==> src/rtl/gpal_pkg.sv <==
package gpal_pkg;

   typedef enum logic [1:0] {
      SEG_SUPER  = 2'd0,
      SEG_FINE   = 2'd1,
      SEG_COARSE = 2'd2
   } seg_e;

   // register select codes
   localparam logic [1:0] A_SF_IDX = 2'd0;
   localparam logic [1:0] A_SF_DAT = 2'd1;
   localparam logic [1:0] A_SH_IDX = 2'd2;
   localparam logic [1:0] A_SH_DAT = 2'd3;

   // channel split
   localparam int CH_W    = 16;
   localparam int LO_W    = 6;
   localparam int HI_W    = CH_W - LO_W;

   // low-half word field positions
   localparam int R_LO_AT = 24;
   localparam int G_LO_AT = 14;
   localparam int B_LO_AT = 0;
   // high-half word field positions
   localparam int R_HI_AT = 20;
   localparam int G_HI_AT = 10;
   localparam int B_HI_AT = 0;

   typedef struct packed {
      logic [CH_W-1:0] r;
      logic [CH_W-1:0] g;
      logic [CH_W-1:0] b;
   } rgb_t;

endpackage

==> src/rtl/gpal_port.sv <==
module gpal_port
   import gpal_pkg::*;
#(
   parameter int DW     = 32,
   parameter int IDX_W  = 10,
   parameter int AI_BIT = 15,
   parameter int N_ENT  = 9,
   localparam int ENT_W = (N_ENT > 1) ? $clog2(N_ENT) : 1
) (
   input  logic             clk,
   input  logic             rst_n,
   input  logic             idx_wr,
   input  logic             dat_wr,
   input  logic [DW-1:0]    wdata,
   output logic             ent_we,
   output logic [ENT_W-1:0] ent_num,
   output rgb_t             ent_rgb,
   output logic             ovf
);

   localparam int WORDS = 2 * N_ENT;

   if (WORDS > (1 << IDX_W)) begin : g_bad_idx
      $error("gpal_port: IDX_W too narrow for N_ENT");
   end
   if (AI_BIT < IDX_W || AI_BIT >= DW) begin : g_bad_ai
      $error("gpal_port: AI_BIT overlaps index field or exceeds DW");
   end
   if (R_LO_AT + LO_W > DW || R_HI_AT + HI_W > DW) begin : g_bad_fld
      $error("gpal_port: channel fields exceed data width");
   end

   logic [IDX_W-1:0] idx_q;
   logic             ai_q;
   logic             lo_vld_q;
   logic [IDX_W-2:0] lo_ent_q;
   logic [LO_W-1:0]  lo_r_q, lo_g_q, lo_b_q;
   logic             we_q;
   logic [ENT_W-1:0] num_q;
   rgb_t             rgb_q;
   logic             ovf_q;

   logic             in_range;
   logic [IDX_W-2:0] cur_ent;
   logic             pair_ok;

   always_comb begin
      in_range = ({1'b0, idx_q} < (IDX_W+1)'(WORDS));
      cur_ent  = idx_q[IDX_W-1:1];
      pair_ok  = lo_vld_q && (lo_ent_q == cur_ent);
   end

   always_ff @(posedge clk or negedge rst_n) begin
      if (!rst_n) begin
         idx_q    <= '0;
         ai_q     <= 1'b0;
         lo_vld_q <= 1'b0;
         lo_ent_q <= '0;
         lo_r_q   <= '0;
         lo_g_q   <= '0;
         lo_b_q   <= '0;
         we_q     <= 1'b0;
         num_q    <= '0;
         rgb_q    <= '0;
         ovf_q    <= 1'b0;
      end else begin
         we_q <= 1'b0;
         if (idx_wr) begin
            idx_q    <= wdata[IDX_W-1:0];
            ai_q     <= wdata[AI_BIT];
            lo_vld_q <= 1'b0;
         end else if (dat_wr) begin
            if (!in_range) begin
               ovf_q <= 1'b1;
            end else begin
               if (ai_q) begin
                  idx_q <= idx_q + 1'b1;
               end
               if (!idx_q[0]) begin
                  lo_r_q   <= wdata[R_LO_AT +: LO_W];
                  lo_g_q   <= wdata[G_LO_AT +: LO_W];
                  lo_b_q   <= wdata[B_LO_AT +: LO_W];
                  lo_vld_q <= 1'b1;
                  lo_ent_q <= cur_ent;
               end else if (pair_ok) begin
                  we_q    <= 1'b1;
                  num_q   <= ENT_W'(cur_ent);
                  rgb_q.r <= {wdata[R_HI_AT +: HI_W], lo_r_q};
                  rgb_q.g <= {wdata[G_HI_AT +: HI_W], lo_g_q};
                  rgb_q.b <= {wdata[B_HI_AT +: HI_W], lo_b_q};
               end
            end
         end
      end
   end

   assign ent_we  = we_q;
   assign ent_num = num_q;
   assign ent_rgb = rgb_q;
   assign ovf     = ovf_q;

endmodule

==> src/rtl/gpal_map.sv <==
module gpal_map
   import gpal_pkg::*;
#(
   parameter bit SHARED    = 1'b0,
   parameter int ENT_W     = 9,
   parameter int PT_W      = 9,
   parameter int N_FINE    = 255,
   parameter int FINE_BASE = 1
) (
   input  logic [ENT_W-1:0] ent,
   output seg_e             seg,
   output logic [PT_W-1:0]  pt
);

   if (SHARED) begin : g_shared
      if (N_FINE >= (1 << ENT_W)) begin : g_bad_fine
         $error("gpal_map: N_FINE does not fit entry width");
      end
      always_comb begin
         if ({1'b0, ent} < (ENT_W+1)'(N_FINE)) begin
            seg = SEG_FINE;
            pt  = PT_W'(ent) + PT_W'(FINE_BASE);
         end else begin
            seg = SEG_COARSE;
            pt  = PT_W'(ent - ENT_W'(N_FINE));
         end
      end
   end else begin : g_super
      always_comb begin
         seg = SEG_SUPER;
         pt  = PT_W'(ent);
      end
   end

endmodule

==> src/rtl/gamma_pal_wport.sv <==
module gamma_pal_wport
   import gpal_pkg::*;
#(
   parameter int DW        = 32,
   parameter int IDX_W     = 10,
   parameter int AI_BIT    = 15,
   parameter int N_SUPER   = 9,
   parameter int N_FINE    = 255,
   parameter int N_COARSE  = 256,
   parameter int FINE_BASE = 1,
   parameter int PT_W      = 9
) (
   input  logic            clk,
   input  logic            rst_n,
   input  logic            reg_wr,
   input  logic [1:0]      reg_addr,
   input  logic [DW-1:0]   reg_wdata,
   output logic            lut_we,
   output logic [1:0]      lut_seg,
   output logic [PT_W-1:0] lut_point,
   output logic [15:0]     lut_red,
   output logic [15:0]     lut_grn,
   output logic [15:0]     lut_blu,
   output logic            ovf_sf,
   output logic            ovf_sh
);

   localparam int N_SH  = N_FINE + N_COARSE;
   localparam int SF_EW = (N_SUPER > 1) ? $clog2(N_SUPER) : 1;
   localparam int SH_EW = (N_SH > 1) ? $clog2(N_SH) : 1;

   if (CH_W != 16) begin : g_bad_ch
      $error("gamma_pal_wport: channel width must be 16");
   end
   if ((1 << PT_W) < N_COARSE || (1 << PT_W) <= N_FINE + FINE_BASE - 1 || (1 << PT_W) < N_SUPER) begin : g_bad_pt
      $error("gamma_pal_wport: PT_W too narrow");
   end

   logic sf_idx_wr, sf_dat_wr, sh_idx_wr, sh_dat_wr;

   always_comb begin
      sf_idx_wr = reg_wr && (reg_addr == A_SF_IDX);
      sf_dat_wr = reg_wr && (reg_addr == A_SF_DAT);
      sh_idx_wr = reg_wr && (reg_addr == A_SH_IDX);
      sh_dat_wr = reg_wr && (reg_addr == A_SH_DAT);
   end

   logic             sf_we, sh_we;
   logic [SF_EW-1:0] sf_num;
   logic [SH_EW-1:0] sh_num;
   rgb_t             sf_rgb, sh_rgb;
   seg_e             sf_seg, sh_seg;
   logic [PT_W-1:0]  sf_pt, sh_pt;

   gpal_port #(
      .DW(DW), .IDX_W(IDX_W), .AI_BIT(AI_BIT), .N_ENT(N_SUPER)
   ) u_sf_port (
      .clk(clk), .rst_n(rst_n),
      .idx_wr(sf_idx_wr), .dat_wr(sf_dat_wr), .wdata(reg_wdata),
      .ent_we(sf_we), .ent_num(sf_num), .ent_rgb(sf_rgb), .ovf(ovf_sf)
   );

   gpal_port #(
      .DW(DW), .IDX_W(IDX_W), .AI_BIT(AI_BIT), .N_ENT(N_SH)
   ) u_sh_port (
      .clk(clk), .rst_n(rst_n),
      .idx_wr(sh_idx_wr), .dat_wr(sh_dat_wr), .wdata(reg_wdata),
      .ent_we(sh_we), .ent_num(sh_num), .ent_rgb(sh_rgb), .ovf(ovf_sh)
   );

   gpal_map #(
      .SHARED(1'b0), .ENT_W(SF_EW), .PT_W(PT_W),
      .N_FINE(N_FINE), .FINE_BASE(FINE_BASE)
   ) u_sf_map (
      .ent(sf_num), .seg(sf_seg), .pt(sf_pt)
   );

   gpal_map #(
      .SHARED(1'b1), .ENT_W(SH_EW), .PT_W(PT_W),
      .N_FINE(N_FINE), .FINE_BASE(FINE_BASE)
   ) u_sh_map (
      .ent(sh_num), .seg(sh_seg), .pt(sh_pt)
   );

   // only one register write per cycle, so at most one port commits
   always_comb begin
      lut_we = sf_we | sh_we;
      if (sh_we) begin
         lut_seg   = sh_seg;
         lut_point = sh_pt;
         lut_red   = sh_rgb.r;
         lut_grn   = sh_rgb.g;
         lut_blu   = sh_rgb.b;
      end else begin
         lut_seg   = sf_seg;
         lut_point = sf_pt;
         lut_red   = sf_rgb.r;
         lut_grn   = sf_rgb.g;
         lut_blu   = sf_rgb.b;
      end
   end

endmodule

==> config.mk <==
export PLATFORM = sky130hd
export DESIGN_NAME = gamma_pal_wport
export DESIGN_NICKNAME = d
export VERILOG_FILES = /design/src/rtl/gpal_pkg.sv /design/src/rtl/gpal_port.sv /design/src/rtl/gpal_map.sv /design/src/rtl/gamma_pal_wport.sv
export SDC_FILE = /design/constraint.sdc
export NUM_CORES = 1
export LEC_CHECK = 0
export ABC_CLOCK_PERIOD_IN_PS = 6400
export BUFFER_PORTS_ARGS = -buffer_cell sky130_fd_sc_hd__buf_2
export CAP_MARGIN = 20
export CORE_ASPECT_RATIO = 1.1
export CORE_UTILIZATION = 50
export DETAILED_ROUTE_END_ITERATION = 10
export PLACE_DENSITY_LB_ADDON = 0.1
export SLEW_MARGIN = 20
export SYNTH_ARGS = -nofsm -noshare
export SYNTH_HDL_FRONTEND = slang
export SYNTH_SLANG_ARGS = --single-unit
==> constraint.sdc <==
create_clock -name clk -period 6.4 [get_ports clk]
set_clock_uncertainty 0.15 [all_clocks]
set_input_delay 0.96 -clock clk [delete_from_list [all_inputs] [get_ports clk]]
set_output_delay 0.96 -clock clk [all_outputs]
set_load 0.02 [all_outputs]
==> metrics.md, run 1 <==
| Metric | Value |
|---|---|
| Reg-to-Reg Start | `u_sf_port.idx_q[5]` |
| Max rail drop VDD | `0.210 mV` |
| Antenna viol nets, final | `0` |
| Max_cap viols | `0` |
| Number of stages on the worst hold path | `1` |
| Cells along the critical path | `buf_4 -> mux2_2 -> buf_2` |
| Async set-reset flop share out of synthesis | `1.00` |
| Placed inst area | `9330 sq um` |
| Cell depth of the worst setup path | `3` |
| Starting utilization of the core area | `0.510` |
| FF-to-FF path depth | `4` |
| Max-slew violation count | `0` |
| Biggest fanout along the worst timing path | `62` |
| Number of filler instances in the final layout | `1,354` |
| Net count, final | `746` |
| Non-filler instance count after layout | `953` |
| Cell count after placement | `921` |
| Drt total wl | `17,500 um` |
| WP buf/inv | `2` |
| Switching power summed over all nets | `just over 0.7 mW` |
| Portion of the clock cycle consumed by the worst path in the final layout | `0.491` |
| Post-CTS repair timing setup buffer count | `0` |
| I/O pin total | `99` |
| Leakage power | `about 5.2 nW` |
| Area of the multi-input gates | `3700 sq um` |
| Worst-Margin Slew | `between 1 and 1.5 ns` |
| Tightest hold margin | `0.314 ns` |
| Fraction of layout instances using a drive strength above 1 | `0.394` |
| Global-route wire length before repair | `28,800 um` |
| Fraction of synthesized cell area taken by the top area cell type | `0.552` |
| I/O Buffers | `96` |
| Count of flip-flops with a built-in enable after synthesis | `0` |
| Standard-cell row count | `50` |
| Average size of a mapped cell | `14.0 sq um` |
| Clock tree from TritonCTS | `yes` |
| Type of the setup path with the least slack | `flip-flop to output port` |
| DP HPWL | `~11,000 um` |
| CP peak stage delay | `~0.65 ns` |
| Source of the worst hold timing path | `u_sf_port.ovf` |
| Final min period | `roughly 3.1 ns` |
| Maximum number of pins on one net before global-route repair | `72` |
| Placeable core region | `~17,000 sq um` |
| Maximum buffer depth of the clock tree | `2` |
| Proportion of total power due to net switching | `0.249` |
| Routed length per instance | `18.3 um` |
| Pre-Repair DR Iteration Count | `4` |
| Post-Syn Instances | `618` |
| Capture instance of the worst register-to-register path | `u_sf_port.ent_rgb[27]` |
| Type of element launching the critical path | `flip-flop` |
| Fraction of power consumed by the clock network | `0.383` |
| Count of endpoints failing hold in the final timing report | `0` |
| Total power | `2.93 mW` |
| TritonCTS sink count | `~190` |
| Grt ovf | `0` |
| Detail-routed via count per cell | `approximately 5.4` |
| H-tree depth | `4` |
| Die width | `127 um` |
| Vias in the first global route | `5,502` |
| DRC violation count after routing | `0` |
| Biggest area consumer among synthesized cells | `sky130_fd_sc_hd__dfrtp_1` |
| Post-route cell area | `9960 sq um` |
| Pwr Density | `294 nW/um^2` |
| Sequential cell area | `4780 sq um` |
| Number of setup violations in the final report | `0` |
| Overall routing resource usage | `0.209` |
| Kind of end point of the critical path | `output port` |
| RD Place Congestion | `slightly below 0.9` |
| Min-delay worst type | `flip-flop to flip-flop` |
| Count of state elements after synthesis | `around 190` |
| Number of distinct library cells after synthesis | `48` |
| Run status | `completed` |
| Primary flip-flop cell chosen by synthesis mapping | `sky130_fd_sc_hd__dfrtp_1` |
| Die Outline Area | `17,800 sq um` |
| Reg-to-reg setup timing slack | `roughly 3.4 ns` |
| Synth area leaders | `sky130_fd_sc_hd__dfrtp_1, sky130_fd_sc_hd__mux2_2, sky130_fd_sc_hd__mux2_1, sky130_fd_sc_hd__mux2_4, sky130_fd_sc_hd__xor2_1` |
| Maximum frequency from static timing analysis | `0.318 GHz` |
| Relative slew slack | `0.284` |
| Syn nets | `658` |
| Worst-skew pair later-pin latency | `0.43 ns` |
| Number of resized instances in the post-cts repair step | `0` |
| Worst Hold Endpoint | `u_sf_port.ovf` |
| Count of hold-fix buffers inserted at cts | `0` |
| Sequential element share of the synthesized area | `0.552` |
| Part of the total power dissipated in sequential elements | `0.512` |
| Most used cells in the layout excluding fill and tap cells | `sky130_fd_sc_hd__dfrtp_1, sky130_fd_sc_hd__buf_2, sky130_fd_sc_hd__mux2_2` |
| Internal power | `between 2 and 2.5 mW` |
| Comb pwr share | `0.106` |
| Antenna violations before repair | `0` |
| Slowest stage cell on the critical path | `sky130_fd_sc_hd__buf_4` |
| WP data required | `about 5.3 ns` |
| Area growth, synth to finish | `15.1%` |
| Vertical extent of the die | `140 um` |
| DRC violation total after the first TritonRoute iteration | `207` |
| Number of warnings issued by yosys | `0` |
| Ant. Diodes | `0` |
| Kind of cell adding the most delay to the critical path | `buffers and inverters` |
| Clock root buffer | `sky130_fd_sc_hd__clkbuf_16` |
| Most frequent standard cell in the layout excluding fill and tap cells | `sky130_fd_sc_hd__dfrtp_1` |
| Unrepaired setup endpoints after global routing | `no` |
| Fin Setup TNS | `0 ns` |
| Syn Std Cell Area | `8650 sq um` |
| Clock-pin transition on the worst setup and hold timing paths | `0.07 ns` |
| CTS Buf Count | `17` |
| Arrival time at the worst endpoint | `roughly 2.0 ns` |
| Via total after detailed routing | `between 5,000 and 6,000` |
## metrics by stage
step / worst slack [ns] / util
2_1_floorplan: 3.51 / -
3_3_place_gp: 2.98 / 0.550
3_5_place_dp: 2.95 / 0.550
4_1_cts: 3.20 / 0.588
5_1_grt: 3.14 / 0.588
6_report: 3.25 / 0.588
## per-layer routing
| metal | up-vias | global-route usage | wire length, um |
|---|---|---|---|
| li1 | 2379 | - | - |
| met1 | 2668 | 0.285 | 8000 |
| met2 | 99 | 0.335 | 8520 |
| met3 | 20 | 0.0371 | 568 |
| met4 | 0 | 0.0796 | 366 |
| met5 | - | 0 | 0 |
## cell usage after synthesis, types with 7 or more instances
cell,instances
sky130_fd_sc_hd__dfrtp_1,191
sky130_fd_sc_hd__mux2_2,92
sky130_fd_sc_hd__mux2_1,67
sky130_fd_sc_hd__mux2_4,50
sky130_fd_sc_hd__nand2_1,40
sky130_fd_sc_hd__xor2_1,18
sky130_fd_sc_hd__clkbuf_1,17
sky130_fd_sc_hd__nand3_1,14
sky130_fd_sc_hd__buf_2,11
sky130_fd_sc_hd__nor2_1,10
sky130_fd_sc_hd__xnor2_1,8
sky130_fd_sc_hd__nor4_1,7
## flip-flops by register name (all words and copies together) (netlist names), 4 cells and up
register	flops
u_sf_port.lo_ent_q	9
u_sh_port.lo_ent_q	9
u_sh_port.lo_b_q	6
u_sh_port.ent_num	9
u_sf_port.idx_q	10
u_sh_port.lo_g_q	6
u_sf_port.lo_b_q	6
u_sh_port.ent_rgb	48
u_sf_port.ent_rgb	48
u_sf_port.lo_g_q	6
u_sh_port.idx_q	10
u_sf_port.ent_num	4
u_sh_port.lo_r_q	6
u_sf_port.lo_r_q	6
## worst max path at each step
stage,startpoint,end,slack (ns)
2_1_floorplan,reg_wr,u_sf_port.ent_num[0],3.51
3_3_place_gp,reg_addr[1],u_sf_port.ent_rgb[26],2.98
4_1_cts,u_sh_port.ent_we,lut_blu[13],3.20
3_5_place_dp,reg_addr[1],u_sf_port.ent_rgb[26],2.95
5_1_grt,u_sh_port.ent_we,lut_grn[14],3.14
6_report,u_sh_port.ent_we,lut_grn[11],3.25
## cells by family after synthesis
kind of cell               Yosys count  share of synthesized area
muxes                              213                      0.298
DFF                                191                      0.552
and+or+nand+nor                    117                     0.0700
buffers and inverters               38                     0.0224
AOI/OAI and AO/OA                   30                     0.0265
xor gates and xnor gates            26                     0.0263
adders and majority gates            3                    0.00434
## power by group through the flow
stage	Combinational, mW	Clock, mW	Sequential (mW)
after floorplan	0.238	0	1.47
after global placement	0.296	0	1.50
after detailed placement	0.313	0	1.52
after CTS	0.315	1.14	1.50
after global routing	0.349	1.19	1.52
final	0.309	1.12	1.50
## area by class of cell
class | instances | area share
Clock buffer | 21 | 0.0482
Multi-Input combinational cell | 389 | 0.372
Timing Repair Buffer | 102 | 0.0534
Clock inverter | 11 | 0.0154
Tap cell | 234 | 0.0294
Inverter | 5 | 0.00188
Sequential cell | 191 | 0.480
Note: power is estimated with default switching activity, not from simulation.
==> inputs of run 2 (changes only) <==
--- a/config.mk
+++ b/config.mk
@@ -5,7 +5,8 @@
 export SDC_FILE = /design/constraint.sdc
 export NUM_CORES = 1
 export LEC_CHECK = 0
-export ABC_CLOCK_PERIOD_IN_PS = 6400
+export ABC_AREA = 1
+export ABC_CLOCK_PERIOD_IN_PS = 2870
 export BUFFER_PORTS_ARGS = -buffer_cell sky130_fd_sc_hd__buf_2
 export CAP_MARGIN = 20
 export CORE_ASPECT_RATIO = 1.1
==> constraint.sdc (replaced) <==
create_clock -name clk -period 2.87 [get_ports clk]
set_clock_uncertainty 0.15 [all_clocks]
set_input_delay 0.4305 -clock clk [delete_from_list [all_inputs] [get_ports clk]]
set_output_delay 0.4305 -clock clk [all_outputs]
set_load 0.02 [all_outputs]
==> metrics.md, run 2 <==
| Metric | Value |
|---|---|
| Maximum buffer depth of the clock tree | `2 (unchanged)` |
| H-tree depth | `4 (unchanged)` |
| Internal power | `4.82 mW (was 2.20 mW)` |
| Clock tree from TritonCTS | `yes (unchanged)` |
| Run status | `completed (unchanged)` |
| Maximum frequency from static timing analysis | `0.408 GHz` |
| TritonCTS sink count | `191 (unchanged)` |
| Leakage power | `5.79 nW (was 5.24 nW)` |
| Syn Std Cell Area | `9040 sq um (was 8650 sq um)` |
| Pre-Repair DR Iteration Count | `5 (was 4)` |
| DRC violation total after the first TritonRoute iteration | `578 (was 207)` |
| Most used cells in the layout excluding fill and tap cells | `sky130_fd_sc_hd__nand2_1, sky130_fd_sc_hd__dfrtp_1, sky130_fd_sc_hd__nand4_1 (was sky130_fd_sc_hd__dfrtp_1, sky130_fd_sc_hd__buf_2, sky130_fd_sc_hd__mux2_2)` |
| Top cells by instance count after synthesis | `sky130_fd_sc_hd__nand2_1, sky130_fd_sc_hd__dfrtp_1, sky130_fd_sc_hd__nand4_1, sky130_fd_sc_hd__inv_1, sky130_fd_sc_hd__nand3_1 (was sky130_fd_sc_hd__dfrtp_1, sky130_fd_sc_hd__mux2_2, sky130_fd_sc_hd__mux2_1, sky130_fd_sc_hd__mux2_4, sky130_fd_sc_hd__nand2_1)` |
| Portion of the clock cycle consumed by the worst path in the final layout | `0.853` |
| Synth area leaders | `sky130_fd_sc_hd__dfrtp_1, sky130_fd_sc_hd__nand2_1, sky130_fd_sc_hd__nand4_1, sky130_fd_sc_hd__inv_1, sky130_fd_sc_hd__nand3_1 (was sky130_fd_sc_hd__dfrtp_1, sky130_fd_sc_hd__mux2_2, sky130_fd_sc_hd__mux2_1, sky130_fd_sc_hd__mux2_4, sky130_fd_sc_hd__xor2_1)` |
| Count of flip-flops with a built-in enable after synthesis | `0 (unchanged)` |
| Detail-routed via count per cell | `5.29 (was 5.42)` |
| Antenna viol nets, final | `0 (unchanged)` |
| I/O Buffers | `96 (unchanged)` |
| FF-to-FF path depth | `9 (was 4)` |
| Min-delay worst type | `input pin to flip-flop (was flip-flop to flip-flop)` |
| Global-route wire length before repair | `37,700 um (was 28,800 um)` |
| Fraction of layout instances using a drive strength above 1 | `0.143 (was 0.394)` |
| Part of the total power dissipated in sequential elements | `0.497 (was 0.512)` |
| Worst-skew pair later-pin latency | `0.44 ns (was 0.43 ns)` |
| Die Outline Area | `18,600 sq um (was 17,800 sq um)` |
| Via total after detailed routing | `7,754 (was 5,166)` |
| Reg-to-reg setup timing slack | `0.51 ns (was 3.40 ns)` |
| Number of stages on the worst hold path | `3 (was 1)` |
| Biggest fanout along the worst timing path | `54 (was 62)` |
| Reg-to-Reg Start | `u_sh_port.idx_q[1] (was u_sf_port.idx_q[5])` |
| CTS Buf Count | `17 (unchanged)` |
| Relative slew slack | `0.547 (was 0.284)` |
| Switching power summed over all nets | `2.16 mW (was 0.727 mW)` |
| Post-route cell area | `10,300 sq um (was 9960 sq um)` |
| Count of state elements after synthesis | `191 (unchanged)` |
| Antenna violations before repair | `0 (unchanged)` |
| Clock root buffer | `sky130_fd_sc_hd__clkbuf_16 (unchanged)` |
| Max_cap viols | `0 (unchanged)` |
| Proportion of total power due to net switching | `0.309 (was 0.249)` |
| Number of setup violations in the final report | `0 (unchanged)` |
| Average size of a mapped cell | `7.92 sq um (was 14.0 sq um)` |
| Vertical extent of the die | `143 um (was 140 um)` |
| Post-Syn Instances | `1,142 (was 618)` |
| Final min period | `2.45 ns` |
| Sequential element share of the synthesized area | `0.528 (was 0.552)` |
| Standard-cell row count | `51 (was 50)` |
| Fraction of power consumed by the clock network | `0.323 (was 0.383)` |
| Source of the worst hold timing path | `reg_wdata[10] (was u_sf_port.ovf)` |
| Routed length per instance | `15.9 um (was 18.3 um)` |
| Area growth, synth to finish | `14.2% (was 15.1%)` |
| Biggest area consumer among synthesized cells | `sky130_fd_sc_hd__dfrtp_1 (unchanged)` |
| Most common cell in the netlist | `sky130_fd_sc_hd__nand2_1 (was sky130_fd_sc_hd__dfrtp_1)` |
| Primary flip-flop cell chosen by synthesis mapping | `sky130_fd_sc_hd__dfrtp_1 (unchanged)` |
| Arrival time at the worst endpoint | `1.87 ns (was 2.04 ns)` |
| Pwr Density | `676 nW/um^2 (was 294 nW/um^2)` |
| Unrepaired setup endpoints after global routing | `no (unchanged)` |
| DP HPWL | `14,600 um (was 11,300 um)` |
| Syn nets | `1,182 (was 658)` |
| Most frequent standard cell in the layout excluding fill and tap cells | `sky130_fd_sc_hd__nand2_1 (was sky130_fd_sc_hd__dfrtp_1)` |
| Number of distinct library cells after synthesis | `32 (was 48)` |
| Type of the setup path with the least slack | `flip-flop to output port (unchanged)` |
| Starting utilization of the core area | `0.512 (was 0.510)` |
| Number of warnings issued by yosys | `0 (unchanged)` |
| Overall routing resource usage | `0.265 (was 0.209)` |
| Vias in the first global route | `7,196 (was 5,502)` |
| Post-CTS repair timing setup buffer count | `0 (unchanged)` |
| Worst-Margin Slew | `0.679 ns (was 1.07 ns)` |
| Maximum number of pins on one net before global-route repair | `78 (was 72)` |
| RD Place Congestion | `0.800 (was 0.873)` |
| Placeable core region | `17,700 sq um (was 17,000 sq um)` |
| Max-slew violation count | `0 (unchanged)` |
| Clock-pin transition on the worst setup and hold timing paths | `0.07 ns (about the same)` |
| Die width | `130 um (was 127 um)` |
| I/O pin total | `99 (unchanged)` |
| Grt ovf | `0 (unchanged)` |
| Net count, final | `1,254 (was 746)` |
| Kind of end point of the critical path | `output port (unchanged)` |
| Count of endpoints failing hold in the final timing report | `0 (unchanged)` |
| WP data required | `2.29 ns (was 5.29 ns)` |
| Capture instance of the worst register-to-register path | `u_sh_port.lo_b_q[1] (was u_sf_port.ent_rgb[27])` |
| Fin Setup TNS | `0 ns (unchanged)` |
| Placed inst area | `9770 sq um (was 9330 sq um)` |
| Core occupancy in the finished layout | `0.585 (was 0.588)` |
| Ant. Diodes | `0 (unchanged)` |
| Worst Hold Endpoint | `u_sh_port.ent_rgb[22] (was u_sf_port.ovf)` |
| Type of element launching the critical path | `flip-flop (unchanged)` |
| Fraction of synthesized cell area taken by the top area cell type | `0.528 (was 0.552)` |
| DRC violation count after routing | `0 (unchanged)` |
| Async set-reset flop share out of synthesis | `1.00 (unchanged)` |
| Comb pwr share | `0.180 (was 0.106)` |
| Max rail drop VDD | `0.450 mV (was 0.210 mV)` |
| Drt total wl | `23,300 um (was 17,500 um)` |
run 2: cell families after synthesis:
kind of cell,synth area share
compound gates,0.0425
xor+xnor,0.0107
fa+ha+maj,0.00415
buf+inv,0.0665
flops,0.528
simple gates,0.348
run 2: what timing repair did:
item,in CTS,in global routing
gates resized for setup,0,0
endpoints found under the setup margin,0,0
endpoints found under the hold margin,72,0
hold buffers,1,0
run 2: metal layers:
| metal | vias up | part of all wire | GRT usage |
|---|---|---|---|
| met5 | - | 0 | 0 |
| met4 | 0 | 0.013 | 0.0802 |
| met3 | 25 | 0.045 | 0.0438 |
| met2 | 204 | 0.48 | 0.425 |
| met1 | 3696 | 0.47 | 0.368 |
| li1 | 3829 | - | - |
run 2: metrics by stage:
stage | setup WS (ns) | power [mW] | std cells | hold WS [ns]
2_1_floorplan | 0.885 | 4.34 | 1142 | -0.0151
3_3_place_gp | 0.539 | 4.74 | 1432 | 0.303
3_5_place_dp | 0.489 | 4.77 | 1432 | 0.307
4_1_cts | 0.391 | 7.02 | 1465 | 0.0998
5_1_grt | 0.262 | 7.38 | 1465 | 0.111
6_report | 0.421 | 6.99 | 1465 | 0.106
run 2: final cells by class:
type	instances	area [sq um]
Clock buffer	22	464
Fill cell	1685	7340
Multi-Input combinational cell	816	3680
Timing Repair Buffer	124	777
Tap cell	238	298
Clock inverter	10	88.8
Inverter	64	240
Sequential cell	191	4780
run 2: power groups by stage:
stage               Combinational (mW)  Sequential, mW  Clock (mW)
floorplan                        0.924            3.42           0
CTS                               1.27            3.47        2.29
global placement                  1.23            3.51           0
detailed placement                1.26            3.51           0
global route                      1.45            3.53        2.40
finish                            1.25            3.47        2.26
run 2: critical path, cell delays in order, from the launching register on:
cell,delay (ns)
sky130_fd_sc_hd__dfrtp_2,0.37
sky130_fd_sc_hd__buf_4,0.56
sky130_fd_sc_hd__o21ai_0,0.19
sky130_fd_sc_hd__a21oi_1,0.14
sky130_fd_sc_hd__buf_2,0.18
run 2: worst max-delay path by stage:
| stage | startpoint | endpoint | slack, ns | cells after the start |
|---|---|---|---|---|
| 6_report | u_sh_port.ent_we | lut_point[5] | 0.42 | 4 |
| 4_1_cts | u_sh_port.ent_we | lut_point[5] | 0.39 | 4 |
| 2_1_floorplan | u_sh_port.ent_num[0] | lut_point[6] | 0.89 | 5 |
| 3_3_place_gp | reg_wr | u_sh_port.lo_ent_q[8] | 0.54 | 9 |
| 5_1_grt | u_sh_port.ent_num[0] | lut_point[8] | 0.26 | 8 |
| 3_5_place_dp | reg_wr | u_sh_port.lo_b_q[1] | 0.49 | 9 |
